[config.mk]
export PLATFORM = sky130hd
export DESIGN_NAME = pix_demux
export DESIGN_NICKNAME = d
export VERILOG_FILES = /design/src/rtl/pix_demux_pkg.sv /design/src/rtl/pix_sav_gate.sv /design/src/rtl/pix_word_pair.sv /design/src/rtl/pix_demux.sv
export SDC_FILE = /design/constraint.sdc
export NUM_CORES = 1
export LEC_CHECK = 0
export BUFFER_PORTS_ARGS = -buffer_cell sky130_fd_sc_hd__buf_4
export CAP_MARGIN = 20
export CORE_UTILIZATION = 32
export CTS_CLUSTER_SIZE = 40
export DETAILED_ROUTE_END_ITERATION = 10
export GPL_TIMING_DRIVEN = 0
export PLACE_DENSITY = 0.61
export SLEW_MARGIN = 10
export SYNTH_ARGS = -nofsm -noshare
export SYNTH_HDL_FRONTEND = slang
export SYNTH_SLANG_ARGS = --single-unit
[constraint.sdc]
create_clock -name clk -period 1.8 [get_ports clk]
set_input_delay 0.09 -clock clk [delete_from_list [all_inputs] [get_ports clk]]
set_output_delay 0.09 -clock clk [all_outputs]
set_load 0.005 [all_outputs]
[src/rtl/pix_demux_pkg.sv]
package pix_demux_pkg;

  localparam int CW = 8;

  localparam logic [3:0] FMT_RGB565 = 4'd0;
  localparam logic [3:0] FMT_RGB555 = 4'd1;
  localparam logic [3:0] FMT_YCC422 = 4'd2;

  localparam logic [CW-1:0] CHROMA_MID = 8'h80;

  typedef struct packed {
    logic [CW-1:0] c0;
    logic [CW-1:0] c1;
    logic [CW-1:0] c2;
  } pix_t;

  function automatic logic [CW-1:0] widen5(input logic [4:0] x);
    return {x, x[4:2]};
  endfunction

  function automatic logic [CW-1:0] widen6(input logic [5:0] x);
    return {x, x[5:4]};
  endfunction

  function automatic logic fmt_known(input logic [3:0] f);
    return (f == FMT_RGB565) || (f == FMT_RGB555) || (f == FMT_YCC422);
  endfunction

endpackage

[src/rtl/pix_sav_gate.sv]
module pix_sav_gate #(
  parameter int SAV_W = 9
) (
  input  logic             clk,
  input  logic             rst,
  input  logic             hsync,
  input  logic             word_vld,
  input  logic [SAV_W-1:0] sav_cnt,
  output logic             take
);
  localparam int WC_W = SAV_W + 1;

  logic [WC_W-1:0] wc_q;
  logic            active_q;
  logic [WC_W-1:0] skip_words;
  logic [WC_W-1:0] wc_inc;

  assign skip_words = {sav_cnt, 1'b0};
  assign wc_inc     = wc_q + 1'b1;
  assign take       = word_vld && active_q && !hsync;

  always_ff @(posedge clk) begin
    if (rst) begin
      wc_q     <= '0;
      active_q <= 1'b0;
    end else if (hsync) begin
      wc_q     <= '0;
      active_q <= (sav_cnt == '0);
    end else if (word_vld && !active_q) begin
      wc_q <= wc_inc;
      if (wc_inc == skip_words) active_q <= 1'b1;
    end
  end

endmodule

[src/rtl/pix_word_pair.sv]
module pix_word_pair
  import pix_demux_pkg::*;
(
  input  logic          clk,
  input  logic          rst,
  input  logic          line_clr,
  input  logic          fmt_clr,
  input  logic          take,
  input  logic [3:0]    fmt,
  input  logic [CW-1:0] din,
  output pix_t          pix_nxt,
  output logic          done
);
  logic [1:0]    phase_q;
  logic [CW-1:0] w0_q;
  logic [CW-1:0] cb_q;
  logic [CW-1:0] cr_q;
  logic          is_rgb;
  logic          is_ycc;

  assign is_rgb = (fmt == FMT_RGB565) || (fmt == FMT_RGB555);
  assign is_ycc = (fmt == FMT_YCC422);

  always_comb begin
    done    = 1'b0;
    pix_nxt = '{c0: din, c1: cb_q, c2: cr_q};
    if (take) begin
      if (fmt == FMT_RGB565 && phase_q[0]) begin
        done    = 1'b1;
        pix_nxt = '{c0: widen5(din[7:3]),
                    c1: widen6({din[2:0], w0_q[7:5]}),
                    c2: widen5(w0_q[4:0])};
      end else if (fmt == FMT_RGB555 && phase_q[0]) begin
        done    = 1'b1;
        pix_nxt = '{c0: widen5(din[6:2]),
                    c1: widen5({din[1:0], w0_q[7:5]}),
                    c2: widen5(w0_q[4:0])};
      end else if (is_ycc && phase_q[0]) begin
        done    = 1'b1;
        pix_nxt = '{c0: din, c1: cb_q, c2: cr_q};
      end
    end
  end

  always_ff @(posedge clk) begin
    if (rst || fmt_clr) begin
      phase_q <= '0;
      w0_q    <= '0;
      cb_q    <= CHROMA_MID;
      cr_q    <= CHROMA_MID;
    end else if (line_clr) begin
      phase_q <= '0;
    end else if (take) begin
      if (is_rgb) begin
        phase_q <= {1'b0, ~phase_q[0]};
        if (!phase_q[0]) w0_q <= din;
      end else if (is_ycc) begin
        phase_q <= phase_q + 2'd1;
        if (phase_q == 2'd0) cb_q <= din;
        if (phase_q == 2'd2) cr_q <= din;
      end
    end
  end

endmodule

[src/rtl/pix_demux.sv]
module pix_demux
  import pix_demux_pkg::*;
#(
  parameter int SAV_W = 9
) (
  input  logic             clk,
  input  logic             rst,
  input  logic [3:0]       fmt_sel,
  input  logic [SAV_W-1:0] sav_cnt,
  input  logic             hsync,
  input  logic [7:0]       din,
  input  logic             din_vld,
  output logic [7:0]       pix_c0,
  output logic [7:0]       pix_c1,
  output logic [7:0]       pix_c2,
  output logic             pix_vld
);
  logic [3:0] fmt_q;
  logic       fmt_chg;
  logic       gate_take;
  logic       take_eff;
  pix_t       pix_nxt;
  logic       pair_done;

  always_ff @(posedge clk) fmt_q <= fmt_sel;

  assign fmt_chg  = (fmt_sel != fmt_q);
  assign take_eff = gate_take && !fmt_chg && fmt_known(fmt_sel);

  pix_sav_gate #(.SAV_W(SAV_W)) u_gate (
    .clk      (clk),
    .rst      (rst),
    .hsync    (hsync),
    .word_vld (din_vld),
    .sav_cnt  (sav_cnt),
    .take     (gate_take)
  );

  pix_word_pair u_pair (
    .clk      (clk),
    .rst      (rst),
    .line_clr (hsync),
    .fmt_clr  (fmt_chg),
    .take     (take_eff),
    .fmt      (fmt_sel),
    .din      (din),
    .pix_nxt  (pix_nxt),
    .done     (pair_done)
  );

  always_ff @(posedge clk) begin
    if (rst) begin
      pix_c0  <= '0;
      pix_c1  <= '0;
      pix_c2  <= '0;
      pix_vld <= 1'b0;
    end else begin
      pix_vld <= pair_done;
      if (pair_done) begin
        pix_c0 <= pix_nxt.c0;
        pix_c1 <= pix_nxt.c1;
        pix_c2 <= pix_nxt.c2;
      end
    end
  end

endmodule

==> impl_metrics.csv, run 1 <==
group,metric,value,unit
logic_synthesis,ys_seq_area_frac,0.4181,
placement,place_area,3697,um^2
floorplan,ios,50,
timing,final-hold-violation-count,0,
layout,fillers,884,
worst_setup_path,critPathKind,"register to register",
layout,drive_gt1_frac,0.2982,
worst_hold_path,holdPathEnd,"u_pair.cr_q[7]",
global_routing,antenna_found_initial,0,
timing,setup_viol,1,
clocking,cts_inserted_buffers,9,
pwr,ir_worst_vdd,0.2927,mV
outcome,violations,"negative setup slack",
drt,first_pass_iters,4,
global_routing,grt_overflow,0,
placement,place_worst_setup_slack,-251.4,ps
timing,rsz0062_at_grt,"yes",
global_routing,grtUsageTotal,0.1743,
pwr,power.leakage,1.692,nW
drt,wl_per_cell,15.15,um
logic_synthesis,syn_nets,389,
timing,finalCritPeriodShare,1.000,
drt,vias,2857,
worst_hold_path,hold_depth,3,
timing,slew_headroom,0.6362,
outcome,status,"finished, violations left",
placement,port_buffers,49,
placement,globalplace.congestion,0.8007,
layout,n_antenna_cell,0,
pwr,powerDensity,719.2,nW/um^2
floorplan,start_util,0.3357,
floorplan,die-area,10280,um^2
layout,final_nets,459,
timing,drv_slew,0,
logic_synthesis,synth.distinct_cells,48,
run,drv_cap,0,
clocking,cts_tree,"yes",
drt,wl,8559,um
floorplan,rows,35,
clocking,insertion_delay,340,ps
timing,holdWs,40.59,ps
clocking,clkTransAtPathRegs,70,ps
worst_hold_path,min_from,"din[7]",
logic_synthesis,ys.flop_type,"dfxtp_1",
layout,area_delta_synth_final,35.79,%
worst_setup_path,timing.rr.end,"u_pair.cr_q[3]",
global_routing,grt_first_pass_wirelength,13840,um
worst_setup_path,crit_slowest_cell,"or4_4",
worst_setup_path,crit_family,"simple AND/OR/NAND/NOR gates",
worst_setup_path,cp_max_fo,8,
clocking,cts.sinks,66,
drt,ant_nets,0,
logic_synthesis,yosys_warnings,0,
worst_setup_path,worstPathArrival,2030,ps
global_routing,grt_start_max_net_pins,13,
timing,fin_crit,1800,ps
worst_setup_path,end_kind,"register",
worst_setup_path,critPathMaxStageDelay,520,ps
worst_setup_path,r2r-start,"fmt_q[3]",
layout,multi_input_area,1881,um^2
timing,finClkSkew,6.161,ps
timing,fmaxAchievable,555.5,MHz
layout,seqCellArea,1333,um^2
logic_synthesis,synth_edf_count,0,
worst_setup_path,rr_worst_depth,6,
logic_synthesis,synth_area,3161,um^2
timing,finalSetupTns,-0.3189,ps
clocking,h-tree-depth,3,
timing,worst_slack,-0.3189,ps
worst_setup_path,crit_buf_inv,1,
worst_setup_path,crit_chain,"or4_4 -> nor4_4 -> buf_6 -> nand2_4 -> mux2i_1 -> nor2_1",
logic_synthesis,syn_area_per_cell,8.755,um^2
drt,drtIter0Drc,242,
floorplan,core,9415,um^2
floorplan,die_h,101.4,um
layout,post-route-util,0.4558,
clocking,clockRootBuffer,"clkbuf_8",
placement,dp_hpwl,5947,um
clocking,cts_max_path_buffers,2,
worst_hold_path,min_path_type,"primary input to register",
worst_setup_path,r2r_setup_slack,-0.3,ps
layout,final_area,4292,um^2
floorplan,fp.dieW,101.4,um
logic_synthesis,synthArstFlopShare,0,
worst_setup_path,critPathRequiredTime,2030,ps
logic_synthesis,netlist_instances,361,
drt,viasPerCell,5.057,
worst_setup_path,start_kind,"register",
global_routing,grt_pass1_vias,2834,
logic_synthesis,ys_seq_elements,66,
drt,drc_errors,0,
timing,worst_slew_pin_slew,545.8,ps
==> where the power goes <==
| group | leakage, nW | internal, mW | switching, mW |
|---|---|---|---|
| combinational | 1.04 | 0.0927 | 0.116 |
| sequential | 0.536 | 1.46 | 0.00470 |
| clock | 0.112 | 0.820 | 0.590 |
| total | 1.69 | 2.38 | 0.710 |
==> what timing repair did <==
item	CTS	global route
hold buffers	4	0
hold endpoints to repair	4	0
gates resized for setup	23	37
endpoints found under the setup margin	41	39
setup buffers	8	1
pin swaps	10	14
cloned	1	1
==> how the worst max path moves through the flow <==
stage	start	end	slack, ps	depth (start not counted)
after detailed placement	fmt_q[2]	u_pair.cb_q[3]	-250	5
after global placement	fmt_q[2]	u_pair.cb_q[3]	-260	5
after floorplan	fmt_q[2]	u_pair.cb_q[3]	9	5
after CTS	u_gate.wc_q[0]	u_gate.active_q	-50	5
final	fmt_q[3]	u_pair.cr_q[3]	-0.3	6
after global routing	u_gate.wc_q[3]	u_gate.active_q	-60	6
==> cells in the mapped netlist (2+ instances only) <==
| master | n | area share |
|---|---|---|
| nor2b_1 | 4 | 0.0079 |
| a211oi_1 | 15 | 0.036 |
| o221ai_1 | 4 | 0.011 |
| o21ai_0 | 4 | 0.0063 |
| and3_1 | 3 | 0.0059 |
| buf_2 | 2 | 0.0032 |
| clkbuf_1 | 15 | 0.018 |
| nor2_1 | 42 | 0.050 |
| nand3b_1 | 3 | 0.0071 |
| nand2b_1 | 4 | 0.0079 |
| nor3_1 | 11 | 0.017 |
| ha_1 | 3 | 0.012 |
| and4_1 | 3 | 0.0083 |
| xnor2_1 | 12 | 0.033 |
| mux2i_1 | 24 | 0.076 |
| nand3_1 | 19 | 0.030 |
| nand2_1 | 37 | 0.044 |
| nand2_2 | 2 | 0.0040 |
| a31oi_1 | 2 | 0.0040 |
| mux2_2 | 3 | 0.011 |
| and4b_1 | 2 | 0.0063 |
| a221oi_1 | 3 | 0.0083 |
| dfxtp_1 | 66 | 0.42 |
| nand4_1 | 6 | 0.012 |
| buf_4 | 2 | 0.0047 |
| a21oi_1 | 28 | 0.044 |
| inv_1 | 4 | 0.0047 |
| o211ai_1 | 4 | 0.0095 |
| xor2_1 | 13 | 0.036 |
| buf_6 | 3 | 0.011 |
==> area by class of cell <==
| class | count | share of cell area |
|---|---|---|
| Tap cell | 129 | 0.03761 |
| Timing Repair Buffer | 64 | 0.1224 |
| Clock inverter | 6 | 0.02099 |
| Sequential cell | 66 | 0.3105 |
| Buffer | 18 | 0.03469 |
| Clock buffer | 10 | 0.03207 |
| Multi-Input combinational cell | 268 | 0.4382 |
| Inverter | 4 | 0.003499 |
==> per-layer routing <==
metal	part of all wire	GRT usage	wire length [um]
met5	0	0	0
met3	0.049	0.03451	421
met4	0.014	0.06355	124
met1	0.45	0.2218	3861
met2	0.49	0.2925	4152
==> stage by stage <==
step | cells | total power, mW
3_5_place_dp | 539 | 1.686
4_1_cts | 565 | 3.107
2_1_floorplan | 361 | 1.591
6_report | 565 | 3.086
5_1_grt | 565 | 3.209
3_3_place_gp | 539 | 1.684
==> flip-flops by register name, indices dropped and copies added, names as in the netlist <==
register         flops
u_pair.cb_q          8
u_pair.cr_q          8
pix_c0               8
fmt_q                4
pix_c2               8
u_pair.w0_q          8
pix_c1               8
pix_vld              1
u_gate.wc_q         10
u_gate.active_q      1
u_pair.phase_q       2
==> worst register-to-register path, stage by stage (launching register included) <==
cell     delay (ps)
dfxtp_2         320
or4_4           520
nor4_4          290
buf_6           210
nand2_4         120
mux2i_1         190
nor2_1           50
==> kinds of logic after synthesis <==
kind of cell    share of synthesized area
compound gates                     0.1299
buf+inv                           0.04235
xor+xnor                          0.06928
mux                               0.08670
fa+ha+maj                         0.01188
simple gates                       0.2419
flops                              0.4181
==> cells in the final DEF, fill, tap and decap left out, types with 4 or more instances in the layout <==
cell type       n
dfxtp_1        61
buf_4          55
nor2_1         41
nand2_1        36
a21oi_1        25
mux2i_1        23
nand3_1        16
a211oi_1       15
xor2_1         13
clkbuf_8       12
xnor2_1        11
nor3_1          8
nand4_1         6
clkbuf_1        5
buf_6           5
inv_1           4
nor2b_1         4
nand2b_1        4
o21ai_0         4
o211ai_1        4
dlygate4sd3_1   4
(Power assumes the default switching activity.)
==> inputs of run 2 (changes only) <==
Clock period 1.8 ns to 1.6 ns, I/O delays scaled along.
==> run 2 against run 1 <==
Against the previous run: the flow still finishes with violations (negative setup slack); sequential share of layout area is 2.2 points lower; combinational power is 21% higher; global-route usage is 0.57 points higher; routed wire length is 5.2% higher; die area stayed put; highest routed layer unchanged.
==> impl_metrics.csv, run 2 (synthesis gave the netlist of run 1 again) <==
group,metric,value,unit
worst_setup_path,worstPathArrival,2080,ps
timing,worst_slew_pin_slew,773.6,ps
layout,n_antenna_cell,0,
layout,multi_input_area,2167,um^2
timing,setup_viol,50,
clocking,cts.sinks,66,
placement,place_worst_setup_slack,-426.2,ps
timing,slew_headroom,0.4843,
drt,wl_per_cell,15.71,um
outcome,status,"finished, violations left",
timing,holdWs,24.62,ps
timing,finalSetupTns,-5917,ps
pwr,power.leakage,1.735,nW
timing,finalCritPeriodShare,1.120,
global_routing,grt_start_max_net_pins,13,
drt,drtIter0Drc,115,
worst_hold_path,hold_depth,3,
global_routing,grt_pass1_vias,2797,
worst_setup_path,critPathRequiredTime,1890,ps
pwr,powerDensity,727.0,nW/um^2
timing,fin_crit,1793,ps
timing,drv_slew,0,
clocking,cts_max_path_buffers,2,
drt,ant_nets,0,
worst_setup_path,critPathKind,"register to register",
floorplan,rows,35,
drt,vias,2941,
clocking,insertion_delay,350,ps
placement,port_buffers,49,
worst_setup_path,rr_worst_depth,6,
placement,dp_hpwl,5822,um
layout,stdcell_count,573,
layout,largest_reg_flops,10,
drt,first_pass_iters,4,
drt,wl,9004,um
timing,finClkSkew,9.233,ps
floorplan,core,9415,um^2
floorplan,ios,50,
layout,final_common_cell,"buf_4",
clocking,cts_tree,"yes",
clocking,h-tree-depth,3,
global_routing,antenna_found_initial,0,
worst_setup_path,start_kind,"register",
layout,post-route-util,0.4913,
run,drv_cap,0,
floorplan,die-area,10280,um^2
global_routing,grt_overflow,0,
clocking,clockRootBuffer,"clkbuf_8",
drt,drc_errors,0,
pwr,ir_worst_vdd,0.4704,mV
worst_hold_path,min_path_type,"primary input to register",
outcome,violations,"negative setup slack",
layout,fillers,851,
layout,top_register,"u_gate.wc_q",
layout,seqCellArea,1335,um^2
placement,place_area,3707,um^2
floorplan,fp.dieW,101.4,um
global_routing,grtUsageTotal,0.1800,
worst_setup_path,end_kind,"register",
layout,final_nets,467,
timing,fmaxAchievable,557.8,MHz
timing,worst_slack,-192.8,ps
placement,place_inst,539,
drt,viasPerCell,5.133,
worst_setup_path,cp_max_fo,6,
timing,final-hold-violation-count,0,
layout,final_cell_mix,"buf_4, dfxtp_1, nor2_1, nand2_1, mux2i_1",
global_routing,grt_first_pass_wirelength,14120,um
placement,globalplace.congestion,0.8768,
clocking,clkTransAtPathRegs,80,ps
layout,drive_gt1_frac,0.4302,
layout,area_delta_synth_final,46.36,%
timing,rsz0062_at_grt,"yes",
floorplan,start_util,0.3357,
floorplan,die_h,101.4,um
layout,final_area,4626,um^2
clocking,cts_inserted_buffers,9,
pwr,fin_total_pwr,3.363,mW
-- run 2: repair_timing --
item / in CTS / in global routing
hold buffers: 4 / 0
hold endpoints to repair: 4 / 0
setup buffers: 13 / 3
gates resized for setup: 62 / 66
cloned: 3 / 1
pin swaps: 38 / 41
setup endpoints to repair: 50 / 51
-- run 2: metal layers --
layer	track usage	share of wire	wire length, um	vias up
li1	-	-	-	1443
met1	0.2362	0.46	4117	1436
met2	0.2946	0.49	4442	50
met3	0.03244	0.034	305	12
met4	0.06800	0.015	139	0
met5	0	0	0	-
-- run 2: final cells by class --
cell class | count | share of cell area
inverter | 4 | 0.003246
clock buffer | 10 | 0.02975
sequential | 66 | 0.2886
multi-input combinational | 269 | 0.4685
buffer | 17 | 0.03246
tap | 129 | 0.03489
timing repair buffer | 72 | 0.1285
clock inverter | 6 | 0.01407
-- run 2: report_power, final --
group,internal [mW],switching [mW],total (mW)
registers,1.65,0.00541,1.65
logic,0.110,0.143,0.253
clock network,0.764,0.694,1.46
-- run 2: worst max-delay path: stages (launching register included) --
cell and delay (ps):
dfxtp_2 330, or4_4 520, nor4_4 300, buf_6 210
buf_6 150, nand3_2 70, a21oi_2 160
-- run 2: worst paths after layout --
| path | slack, ps | startpoint | end |
|---|---|---|---|
| worst max-delay path | -190 | fmt_q[3] | u_pair.cr_q[5] |
| worst min-delay path | 20 | din[4] | u_pair.cr_q[4] |
| worst max register to register | -190 | fmt_q[3] | u_pair.cr_q[5] |
| worst min register to register | 470 | u_pair.cb_q[0] | u_pair.cb_q[0] |
==> inputs of run 3 (changes only) <==
Settings changed: CELL_PAD_IN_SITES_DETAIL_PLACEMENT set to 1, CELL_PAD_IN_SITES_GLOBAL_PLACEMENT set to 2, CORE_UTILIZATION 32 to 31, PLACE_DENSITY 0.61 to 0.85.
==> run 3 against run 2 <==
Against the previous run: the run still ends with negative setup slack left; worst hold slack got worse by 1.7 ps; clock skew increased by 6.9 ps; first-iteration DRC count increased by 12%; worst setup slack got worse by 100 ps; largest power group unchanged.
==> impl_metrics.csv, run 3 (synthesis gave the netlist of run 1 again) <==
group,metric,value,unit
timing,fmaxAchievable,528.2,MHz
worst_setup_path,cp_num_cells,7,
floorplan,rows,36,
worst_setup_path,start_kind,"register",
outcome,status,"finished, violations left",
timing,worst_slack,-293.4,ps
drt,vias,3069,
pwr,ir_worst_vdd,0.3534,mV
floorplan,die_h,103.0,um
layout,final_nets,481,
run,drv_cap,0,
timing,fin_crit,1893,ps
floorplan,die-area,10600,um^2
layout,largest_reg_flops,10,
timing,slew_headroom,0.5026,
placement,globalplace.congestion,0.7878,
worst_setup_path,r2r-start,"fmt_q[3]",
worst_setup_path,crit_start,"fmt_q[3]",
worst_setup_path,critPathKind,"register to register",
global_routing,grtUsageTotal,0.2009,
clocking,cts_inserted_buffers,9,
timing,rsz0062_at_grt,"yes",
floorplan,fp.dieW,103.0,um
worst_setup_path,end_kind,"register",
worst_setup_path,critPathMaxStageDelay,550,ps
worst_setup_path,crit_chain,"or4_4 -> nor4_4 -> buf_6 -> buf_6 -> clkbuf_16 -> nand3_1 -> nand3b_1",
floorplan,ios,50,
worst_setup_path,r2r_setup_slack,-290,ps
clocking,cts.sinks,66,
worst_setup_path,rr_worst_depth,7,
timing,final-hold-violation-count,0,
floorplan,start_util,0.3219,
layout,n_antenna_cell,0,
global_routing,grt_first_pass_wirelength,15950,um
floorplan,core,9819,um^2
worst_setup_path,critPathRequiredTime,1890,ps
drt,first_pass_iters,4,
layout,area_delta_synth_final,48.89,%
layout,final_common_cell,"buf_4",
worst_setup_path,cp-endpoint,"u_pair.cb_q[7]",
worst_setup_path,worst_path_most_repeated_cell,"buf_6",
layout,drive_gt1_frac,0.4236,
timing,finClkSkew,16.16,ps
timing,worst_slew_pin_slew,746.2,ps
worst_setup_path,crit_buf_inv,3,
placement,dp_hpwl,6656,um
drt,drc_errors,0,
worst_setup_path,cp_max_fo,5,
clocking,h-tree-depth,3,
global_routing,grt_overflow,0,
layout,top_register,"u_gate.wc_q",
clocking,cts_tree,"yes",
drt,wl_per_cell,18.16,um
drt,wl,10740,um
drt,viasPerCell,5.193,
pwr,fin_total_pwr,3.392,mW
outcome,violations,"negative setup slack",
clocking,clkTransAtPathRegs,80,ps
clocking,clockRootBuffer,"clkbuf_8",
worst_setup_path,timing.rr.end,"u_pair.cb_q[7]",
layout,final_cell_mix,"buf_4, dfxtp_1, nor2_1, nand2_1, mux2i_1",
timing,drv_slew,0,
pwr,powerDensity,720.9,nW/um^2
clocking,cts_max_path_buffers,2,
global_routing,antenna_found_initial,0,
drt,drtIter0Drc,129,
global_routing,grt_pass1_vias,3026,
timing,finalCritPeriodShare,1.183,
global_routing,grt_start_max_net_pins,13,
timing,finalSetupTns,-8761,ps
placement,port_buffers,49,
worst_setup_path,worstPathArrival,2180,ps
pwr,power.leakage,1.825,nW
timing,setup_viol,50,
worst_setup_path,crit_slowest_cell,"or4_4",
worst_setup_path,crit_family,"simple AND/OR/NAND/NOR gates",
layout,fillers,1152,
drt,ant_nets,0,
clocking,insertion_delay,360,ps
worst_hold_path,min_path_type,"primary input to register",
[run 3: worst min-delay path, delay by kind of cell]
family / cells / cell delay (ps)
buf+inv: 1 / 120
mux: 1 / 70
simple gates: 1 / 70
[run 3: per-stage QoR]
stage | std cells | utilization | cell area [um^2] | hold WS (ps) | worst slack [ps]
after floorplan | 361 | - | 3178 | 107.7 | -163.6
after global placement | 543 | 0.3781 | 3712 | 194.9 | -460.4
after detailed placement | 543 | 0.3781 | 3712 | 196.5 | -511.0
after CTS | 579 | 0.4525 | 4443 | 20.53 | -268.8
after global routing | 591 | 0.4792 | 4706 | 25.18 | -345.8
final | 591 | 0.4792 | 4706 | 22.97 | -293.4
[run 3: how the worst min path moves through the flow]
stage               slack, ps        from              to  cells after the start
finish                     20      din[3]  u_pair.cr_q[3]                      3
global route               30      din[7]  u_pair.w0_q[7]                      3
CTS                        20      din[3]  u_pair.w0_q[3]                      3
detailed placement        200  fmt_sel[0]        fmt_q[0]                      1
global placement          190  fmt_sel[0]        fmt_q[0]                      1
floorplan                 110  fmt_sel[0]        fmt_q[0]                      0
[run 3: power by group]
part / internal [mW] / total [mW] / leakage, nW / switching [mW]
Sequential: 1.65 / 1.65 / 0.537 / 0.00513
Clock: 0.766 / 1.48 / 0.107 / 0.715
Combinational: 0.112 / 0.261 / 1.18 / 0.149
[run 3: repair_timing]
action | CTS | global route
gates resized for setup | 81 | 36
pin swaps | 38 | 21
setup buffers | 18 | 14
gates cloned | 1 | 1
endpoints found under the hold margin | 4 | 0
setup endpoints to repair | 50 | 51
hold buffers | 4 | 0
[run 3: layer usage]
metal / wire length, um / global-route usage / part of all wire / vias up
met5: 0 / 0 / 0 / -
met1: 4780 / 0.2616 / 0.45 / 1520
li1: - / - / - / 1466
met3: 419 / 0.02983 / 0.039 / 14
met2: 5385 / 0.3359 / 0.50 / 69
met4: 150 / 0.07476 / 0.014 / 0
[run 3: cell type report]
class / count / area, um^2 / share of cell area
Clock buffer: 10 / 137.6 / 0.02925
Timing Repair Buffer: 87 / 768.2 / 0.1633
Clock inverter: 6 / 63.81 / 0.01356
Sequential cell: 66 / 1341 / 0.2850
Buffer: 17 / 127.6 / 0.02712
Multi-Input combinational cell: 268 / 2086 / 0.4432
Inverter: 4 / 15.01 / 0.003191
Tap cell: 133 / 166.4 / 0.03536
